<file path="config.mk">
export PLATFORM = sky130hd
export DESIGN_NAME = uart_modem_loop
export DESIGN_NICKNAME = d
export VERILOG_FILES = /design/src/rtl/uart_mdm_pkg.sv /design/src/rtl/uart_mdm_sync.sv /design/src/rtl/uart_mdm_status.sv /design/src/rtl/uart_mdm_loop_fsm.sv /design/src/rtl/uart_modem_loop.sv
export SDC_FILE = /design/constraint.sdc
export NUM_CORES = 1
export LEC_CHECK = 0
export ABC_AREA = 1
export BUFFER_PORTS_ARGS = -buffer_cell sky130_fd_sc_hd__buf_2
export CORE_UTILIZATION = 30
export DETAILED_ROUTE_END_ITERATION = 16
export PLACE_DENSITY_LB_ADDON = 0.08
export SLEW_MARGIN = 0
export SYNTH_ARGS = -nofsm -noshare
export SYNTH_HDL_FRONTEND = slang
export SYNTH_SLANG_ARGS = --single-unit
</file>
<file path="constraint.sdc">
create_clock -name clk -period 2.83 [get_ports clk]
set_clock_uncertainty 0.1 [all_clocks]
set_input_delay 0.283 -clock clk [delete_from_list [all_inputs] [get_ports clk]]
set_output_delay 0.283 -clock clk [all_outputs]
set_load 0.01 [all_outputs]
</file>
<file path="src/rtl/uart_mdm_pkg.sv">
package uart_mdm_pkg;

    // Loopback supervisor states
    typedef enum logic [1:0] {
        ST_DIRECT   = 2'd0,
        ST_LOOPED   = 2'd1,
        ST_RX_GUARD = 2'd2
    } lb_state_e;

    // Control register bit positions (software-visible layout)
    localparam int MCR_DTR  = 0;
    localparam int MCR_RTS  = 1;
    localparam int MCR_OP1  = 2;
    localparam int MCR_OP2  = 3;
    localparam int MCR_LOOP = 4;
    localparam int MCR_USED = 5;

    // Index of each line inside a 4-bit modem vector (matches status nibble)
    localparam int MLN_CTS = 0;
    localparam int MLN_DSR = 1;
    localparam int MLN_RI  = 2;
    localparam int MLN_CD  = 3;
    localparam int MLN_NUM = 4;

    typedef logic [MLN_NUM-1:0] modem_vec_t;

endpackage

</file>
<file path="src/rtl/uart_mdm_sync.sv">
module uart_mdm_sync #(
    parameter int              WIDTH     = 5,
    parameter int              STAGES    = 2,
    parameter logic [WIDTH-1:0] RESET_VAL = '1
) (
    input  logic             clk,
    input  logic             rst_n,
    input  logic [WIDTH-1:0] d_i,
    output logic [WIDTH-1:0] q_o
);

    logic [STAGES-1:0][WIDTH-1:0] chain_q;

    for (genvar s = 0; s < STAGES; s++) begin : g_stage
        if (s == 0) begin : g_first
            always_ff @(posedge clk or negedge rst_n) begin
                if (!rst_n) chain_q[s] <= RESET_VAL;
                else        chain_q[s] <= d_i;
            end
        end else begin : g_next
            always_ff @(posedge clk or negedge rst_n) begin
                if (!rst_n) chain_q[s] <= RESET_VAL;
                else        chain_q[s] <= chain_q[s-1];
            end
        end
    end

    assign q_o = chain_q[STAGES-1];

endmodule

</file>
<file path="src/rtl/uart_mdm_status.sv">
module uart_mdm_status
    import uart_mdm_pkg::*;
(
    input  logic       clk,
    input  logic       rst_n,
    input  modem_vec_t src_i,
    input  logic       rd_i,
    output modem_vec_t level_o,
    output modem_vec_t delta_o
);

    modem_vec_t level_q;
    modem_vec_t delta_q;
    modem_vec_t hit;

    // RI latches only on its trailing edge; the other lines on any change
    for (genvar b = 0; b < MLN_NUM; b++) begin : g_det
        if (b == MLN_RI) begin : g_trail
            assign hit[b] = level_q[b] & ~src_i[b];
        end else begin : g_any
            assign hit[b] = level_q[b] ^ src_i[b];
        end
    end

    always_ff @(posedge clk or negedge rst_n) begin
        if (!rst_n) begin
            level_q <= '0;
            delta_q <= '0;
        end else begin
            level_q <= src_i;
            delta_q <= (rd_i ? '0 : delta_q) | hit;
        end
    end

    assign level_o = level_q;
    assign delta_o = delta_q;

endmodule

</file>
<file path="src/rtl/uart_mdm_loop_fsm.sv">
module uart_mdm_loop_fsm
    import uart_mdm_pkg::*;
(
    input  logic clk,
    input  logic rst_n,
    input  logic loop_i,
    input  logic rx_sync_i,
    output logic break_hold_o
);

    lb_state_e state_q;
    lb_state_e state_d;

    always_ff @(posedge clk or negedge rst_n) begin
        if (!rst_n) state_q <= ST_DIRECT;
        else        state_q <= state_d;
    end

    always_comb begin
        state_d = state_q;
        unique case (state_q)
            ST_DIRECT: begin
                if (loop_i) state_d = ST_LOOPED;              // ENTER
            end
            ST_LOOPED: begin
                if (!loop_i) begin
                    if (rx_sync_i) state_d = ST_DIRECT;       // EXIT_CLEAN
                    else           state_d = ST_RX_GUARD;     // EXIT_HOLD
                end
            end
            ST_RX_GUARD: begin
                if (loop_i)         state_d = ST_LOOPED;      // REENTER
                else if (rx_sync_i) state_d = ST_DIRECT;      // RELEASE
            end
            default: state_d = ST_DIRECT;
        endcase
    end

    always_comb begin
        break_hold_o = (state_q == ST_RX_GUARD);
    end

endmodule

</file>
<file path="src/rtl/uart_modem_loop.sv">
module uart_modem_loop
    import uart_mdm_pkg::*;
#(
    parameter int SYNC_STAGES = 2
) (
    input  logic       clk,
    input  logic       rst_n,
    input  logic       mcr_wr_en,
    input  logic [7:0] mcr_wdata,
    output logic [7:0] mcr_rdata,
    input  logic       msr_rd_en,
    output logic [7:0] msr_rdata,
    output logic       msi_o,
    input  logic       tx_bit_i,
    output logic       tx_o,
    input  logic       rx_i,
    output logic       rx_bit_o,
    output logic       break_hold_o,
    input  logic       afc_en_i,
    output logic       afc_active_o,
    output logic       rts_n_o,
    output logic       dtr_n_o,
    output logic       op1_n_o,
    output logic       op2_n_o,
    input  logic       cts_n_i,
    input  logic       dsr_n_i,
    input  logic       ri_n_i,
    input  logic       cd_n_i
);

    localparam int SYNC_W = MLN_NUM + 1;
    localparam int PAD_W  = 8 - MCR_USED;

    logic [MCR_USED-1:0] mcr_q;
    logic                unused_wr_hi;
    logic                loop_on;
    logic [SYNC_W-1:0]   raw_in;
    logic [SYNC_W-1:0]   synced;
    logic                rx_sync;
    modem_vec_t          ext_true;
    modem_vec_t          loop_src;
    modem_vec_t          sel_src;
    modem_vec_t          lvl;
    modem_vec_t          dlt;

    // Control register
    always_ff @(posedge clk or negedge rst_n) begin
        if (!rst_n)         mcr_q <= '0;
        else if (mcr_wr_en) mcr_q <= mcr_wdata[MCR_USED-1:0];
    end
    assign unused_wr_hi = ^mcr_wdata[7:MCR_USED];
    assign mcr_rdata    = {{PAD_W{1'b0}}, mcr_q};
    assign loop_on      = mcr_q[MCR_LOOP];

    // Input synchroniser: RX plus the four modem lines, idle high
    assign raw_in = {rx_i, cd_n_i, ri_n_i, dsr_n_i, cts_n_i};

    uart_mdm_sync #(
        .WIDTH    (SYNC_W),
        .STAGES   (SYNC_STAGES),
        .RESET_VAL({SYNC_W{1'b1}})
    ) u_sync (
        .clk  (clk),
        .rst_n(rst_n),
        .d_i  (raw_in),
        .q_o  (synced)
    );

    assign rx_sync  = synced[SYNC_W-1];
    assign ext_true = ~synced[MLN_NUM-1:0];

    // Loopback cross-wiring of control bits onto status lines
    always_comb begin
        loop_src          = '0;
        loop_src[MLN_CTS] = mcr_q[MCR_RTS];
        loop_src[MLN_DSR] = mcr_q[MCR_DTR];
        loop_src[MLN_RI]  = mcr_q[MCR_OP1];
        loop_src[MLN_CD]  = mcr_q[MCR_OP2];
    end
    assign sel_src = loop_on ? loop_src : ext_true;

    uart_mdm_status u_status (
        .clk    (clk),
        .rst_n  (rst_n),
        .src_i  (sel_src),
        .rd_i   (msr_rd_en),
        .level_o(lvl),
        .delta_o(dlt)
    );

    assign msr_rdata = {lvl, dlt};
    assign msi_o     = |dlt;

    // Pin and serial-path routing
    always_comb begin
        if (loop_on) begin
            tx_o     = 1'b1;
            rx_bit_o = tx_bit_i;
            rts_n_o  = 1'b1;
            dtr_n_o  = 1'b1;
            op1_n_o  = 1'b1;
            op2_n_o  = 1'b1;
        end else begin
            tx_o     = tx_bit_i;
            rx_bit_o = rx_i;
            rts_n_o  = ~mcr_q[MCR_RTS];
            dtr_n_o  = ~mcr_q[MCR_DTR];
            op1_n_o  = ~mcr_q[MCR_OP1];
            op2_n_o  = ~mcr_q[MCR_OP2];
        end
    end

    assign afc_active_o = afc_en_i & ~loop_on;

    uart_mdm_loop_fsm u_fsm (
        .clk         (clk),
        .rst_n       (rst_n),
        .loop_i      (loop_on),
        .rx_sync_i   (rx_sync),
        .break_hold_o(break_hold_o)
    );

endmodule

</file>
# ---- Word level (Yosys, flattened, before mapping)
# Index checks and enable logic that the tools add are counted.
dict set report word_totals {
  in_bits 19
  wordCells 41
  reg_bits 25
  out_inout_bits 25
}
dict set report classes {
  bitwise 13
  n_mux 14
  reduce_logical 3
  n_eq_ne 5
}
# cell count
set ops {}
lappend ops {{$mux 2} 5}
lappend ops {{$mux 4} 2}
lappend ops {{$mux 1} 6}
lappend ops {{$not 1->1} 6}
lappend ops {{$pmux 2 s3} 1}
lappend ops {{$ne 2x2->1 const B} 2}
lappend ops {{$not 4->4} 1}
lappend ops {{$or 4x4->4} 1}
lappend ops {{$reduce_or 4->1} 1}
lappend ops {{$ne 3x1->1 const B} 1}
lappend ops {{$reduce_and 3->1} 1}
lappend ops {{$xor 1x1->1} 3}
lappend ops {{$and 1x1->1} 2}
lappend ops {{$eq 2x1->1 const B} 1}
lappend ops {{$eq 2x2->1 const B} 1}
lappend ops {{$logic_not 2->1} 1}

# ---- Depth between registers and ports, before layout
dict set report logic_depth {
  word_depth 5
  depth_mapped 6
  mapped_depth_nobuf 4
}

# ---- Cells and area by module
# From an unflattened synthesis, not the netlist that was laid out.
dict set report hier_totals {
  cells_unflattened 103
  hier_area_um2 1001.0
}
# mod cells_each n_inst seq_area_each_um2 area_per_inst_um2
set modules_own_cells {}
lappend modules_own_cells {uart_modem_loop 48 1 125.1 326.6}
lappend modules_own_cells {uart_mdm_sync 15 1 262.8 300.3}
lappend modules_own_cells {uart_mdm_status 30 1 200.2 291.5}
lappend modules_own_cells {uart_mdm_loop_fsm 10 1 50.0 82.6}

# ---- Worst setup path before layout
# No wires, ideal clock.
dict set report synth_path {
  kind {reg2out}
  startpoint {register mcr_q[4]}
  endpoint {output port rx_bit_o}
  path_buffers 2
  required_ns 2.447
  path_slack_ns 1.581
  stages_incl_launch_ff 6
  arrival_ns 0.866
  path_cell_list {dfrtp_1 buf_6 inv_4 buf_6 nand2_1 o21ai_1}
}
dict set report synth_via {
  elab_chain_len 1
}
# element line
set synth_lines {}
lappend synth_lines {{start: declaration} uart_modem_loop.sv:34} ;# logic [MCR_USED-1:0] mcr_q;
lappend synth_lines {{start signal: assignment} uart_modem_loop.sv:49} ;# else if (mcr_wr_en) mcr_q <= mcr_wdata[MCR_USED-1:0];
lappend synth_lines {{$mux 1} uart_modem_loop.sv:96} ;# if (loop_on) begin
lappend synth_lines {{end: declaration} uart_modem_loop.sv:17} ;# output logic rx_bit_o,
# Every way passes these cells.

# ---- Final worst setup path
# Ends and elaborated chain as after synthesis.

==> results.tsv <==
metric	value	unit
min_path_type	input port to flip-flop	
finalSetupViolations	0	
drt_iter0_markers	14	
crit_type	flip-flop to output pin	
clk_latency	0.32	ns
synth.most_common_cell	nand2_1	
cpPeakStageDelay	0.62	ns
clockBufferDepth	2	
vias	765	
drive_gt1_share	36.2	%
syn_area_per_cell	9.54	um2
antenna_found_initial	0	
placed_cell_area	1210	um2
cap_violations	0	
final_area	1300	um2
cp-start-kind	flip-flop	
routedWlPerCell	9.66	um
die_h	60.3	um
syn-instance-count	107	
grt_pass1_wl	2900	um
maxSlewViolCount	0	
min_period	1.78	ns
fin_crit_sh	62.9	%
synth-edff-count	0	
ant_nets	0	
synth_top_area_share	36.8	%
p_leak	0.685	nW
grt_use_met1	14.7	%
async_flop_share	100	%
grt_busiest_layer	met2	
path_clk_slew	0.14	ns
gp_congestion	0.637	
io_pins	44	
grt_pass1_vias	632	
start_util	32.6	%
grt_max_degree	26	
track_usage	11.1	%
cts_tree	done	
max_freq	562	MHz
rows	20	
crit_path_top_delay_cell	dfrtp_1	
hold_slack	0.0599	ns
clockRootBuffer	clkbuf_4	
ys_ff_latch	25	
use_met2	17.3	%
drtPass1Iterations	4	
use_met3	3.84	%
p_per_area	549	nW/um2
nets	169	
drc_errors	0	
cp.arrival	1.40	ns
area_growth	27.2	%
drt_wl_total	1860	um
yosysWarnings	0	
fp.coreArea	3130	um2
ys_types	17	
final-hold-violation-count	0	
tightest_slew	0.551	ns
crit_chain	inv_4 -> o21ai_1 -> buf_2	
antenna-diode-count	0	
ys_top_cells_by_area	dfrtp_1 37%, dfstp_2 26%, nand2_1 13%, inv_1 4.4%, nand3_1 2.9%	
critPathCaptureType	output pin	
synth_area_leader_cell	dfrtp_1	
avgViaCountPerCell	3.96	
die_x	60.3	um
fin_util	41.5	%
ys_seq_area_share	62.5	%
cts_buffers	3	
syn_area	1020	um2
cts_sinks	25	
fin_setup_tns	0	ns
rsz0062_at_grt	no	
dp_hpwl	1320	um
maxSlewHeadroom	63.3	%
synth_ff_type	dfrtp_1	
cts_max_level	1	
post-cts-setup-buffers	0	
port_buffers	37	
status	complete, no violations	
fp.dieArea	3640	um2
worstPathMaxFanout	16	
nFillCells	346	
vdd_ir_drop_max	0.000346	V
critPathRequiredTime	2.45	ns
synthTopCellsByCount	36 x nand2_1, 15 x dfrtp_1, 12 x inv_1, 10 x dfstp_2, 7 x nor2_1	
grt_remaining_overflow	0	
cells by family (layout without fill, tap and decap cells):
family / after synthesis / count (layout) / share of synthesized area (%)
AND/OR/NAND/NOR: 54 / 54 / 23.0
flip-flops: 25 / 25 / 62.5
buffers and inverters: 20 / 60 / 10.7
AO/OA/AOI/OAI: 7 / 7 / 3.43
other: 1 / 3 / 0.367
stage by stage:
step           setup slack, ns  instances  power, mW
4_1_cts                   1.01        193      0.724
2_1_floorplan             1.58        109      0.505
3_5_place_dp              1.39        183      0.558
5_1_grt                  0.930        193      0.757
3_3_place_gp              1.40        183      0.556
6_report                  1.05        193      0.712
final timing paths:
kind	from	endpoint	slack [ns]	depth (start not counted)
max	mcr_q[4]$_DFFE_PN0P_	rx_bit_o	1.05	3
min	mcr_wdata[1]	mcr_q[1]$_DFFE_PN0P_	0.06	3
max reg2reg	mcr_q[4]$_DFFE_PN0P_	u_status.delta_o[0]$_DFF_PN0_	1.58	4
min reg2reg	u_sync.chain_q[0]$_DFF_PN1_	u_sync.q_o[0]$_DFF_PN1_	0.27	0
max in group asynchronous	rst_n	u_sync.q_o[1]$_DFF_PN1_	1.88	2
min in group asynchronous	rst_n	mcr_q[0]$_DFFE_PN0P_	0.37	2
state kept, by name, indices dropped and copies added (netlist names):
signal / count
u_status.delta_o: 4
u_sync.chain_q: 5
mcr_q: 5
u_fsm.state_q: 2
u_status.level_o: 4
u_sync.q_o: 5
report_power, final:
group / internal (mW) / switching [mW] / leakage, nW
registers: 0.396 / 0.0258 / 0.285
clock network: 0.0528 / 0.105 / 0.0177
logic: 0.0579 / 0.0749 / 0.382
critical path, delay by kind of cell, from the launching register on:
kind,cells,cell delay (ns)
AOI/OAI and AO/OA,1,0.15
buffers and inverters,2,0.31
DFF,1,0.62
cell usage in the layout (no fill, tap or decap):
master / count
conb_1: 3
dfrtp_1: 15
nand2_4: 1
dfstp_2: 10
buf_2: 37
clkinv_2: 1
nor2_1: 7
inv_4: 1
nand3_1: 6
inv_1: 12
clkbuf_4: 3
nand3_2: 1
a21oi_1: 1
o21ai_0: 4
nand2_1: 36
dlygate4sd3_1: 6
o21ai_1: 2
nand3b_1: 3
repair_timing:
item                                   in CTS  in global routing
setup endpoints to repair                   0                  0
hold buffers                                6                  0
resized for setup                           0                  0
endpoints found under the hold margin      20                  0
final cells by class:
class	instances	area, um2	share of cell area (%)
inverters	13	51.3	3.95
clock inverters	1	5.00	0.385
repair buffers	43	245	18.9
clock buffers	3	22.5	1.73
flip-flops and latches	25	638	49.1
multi-input cells	64	282	21.7
well taps	44	55.1	4.24
per-layer routing:
metal | vias to the layer above | share of wire, % | routed length, um
li1 | 398 | - | -
met1 | 339 | 49 | 916
met2 | 26 | 45 | 834
met3 | 2 | 5.2 | 97
met4 | 0 | 0.80 | 15
met5 | - | 0 | 0
(Power assumes the default switching activity.)
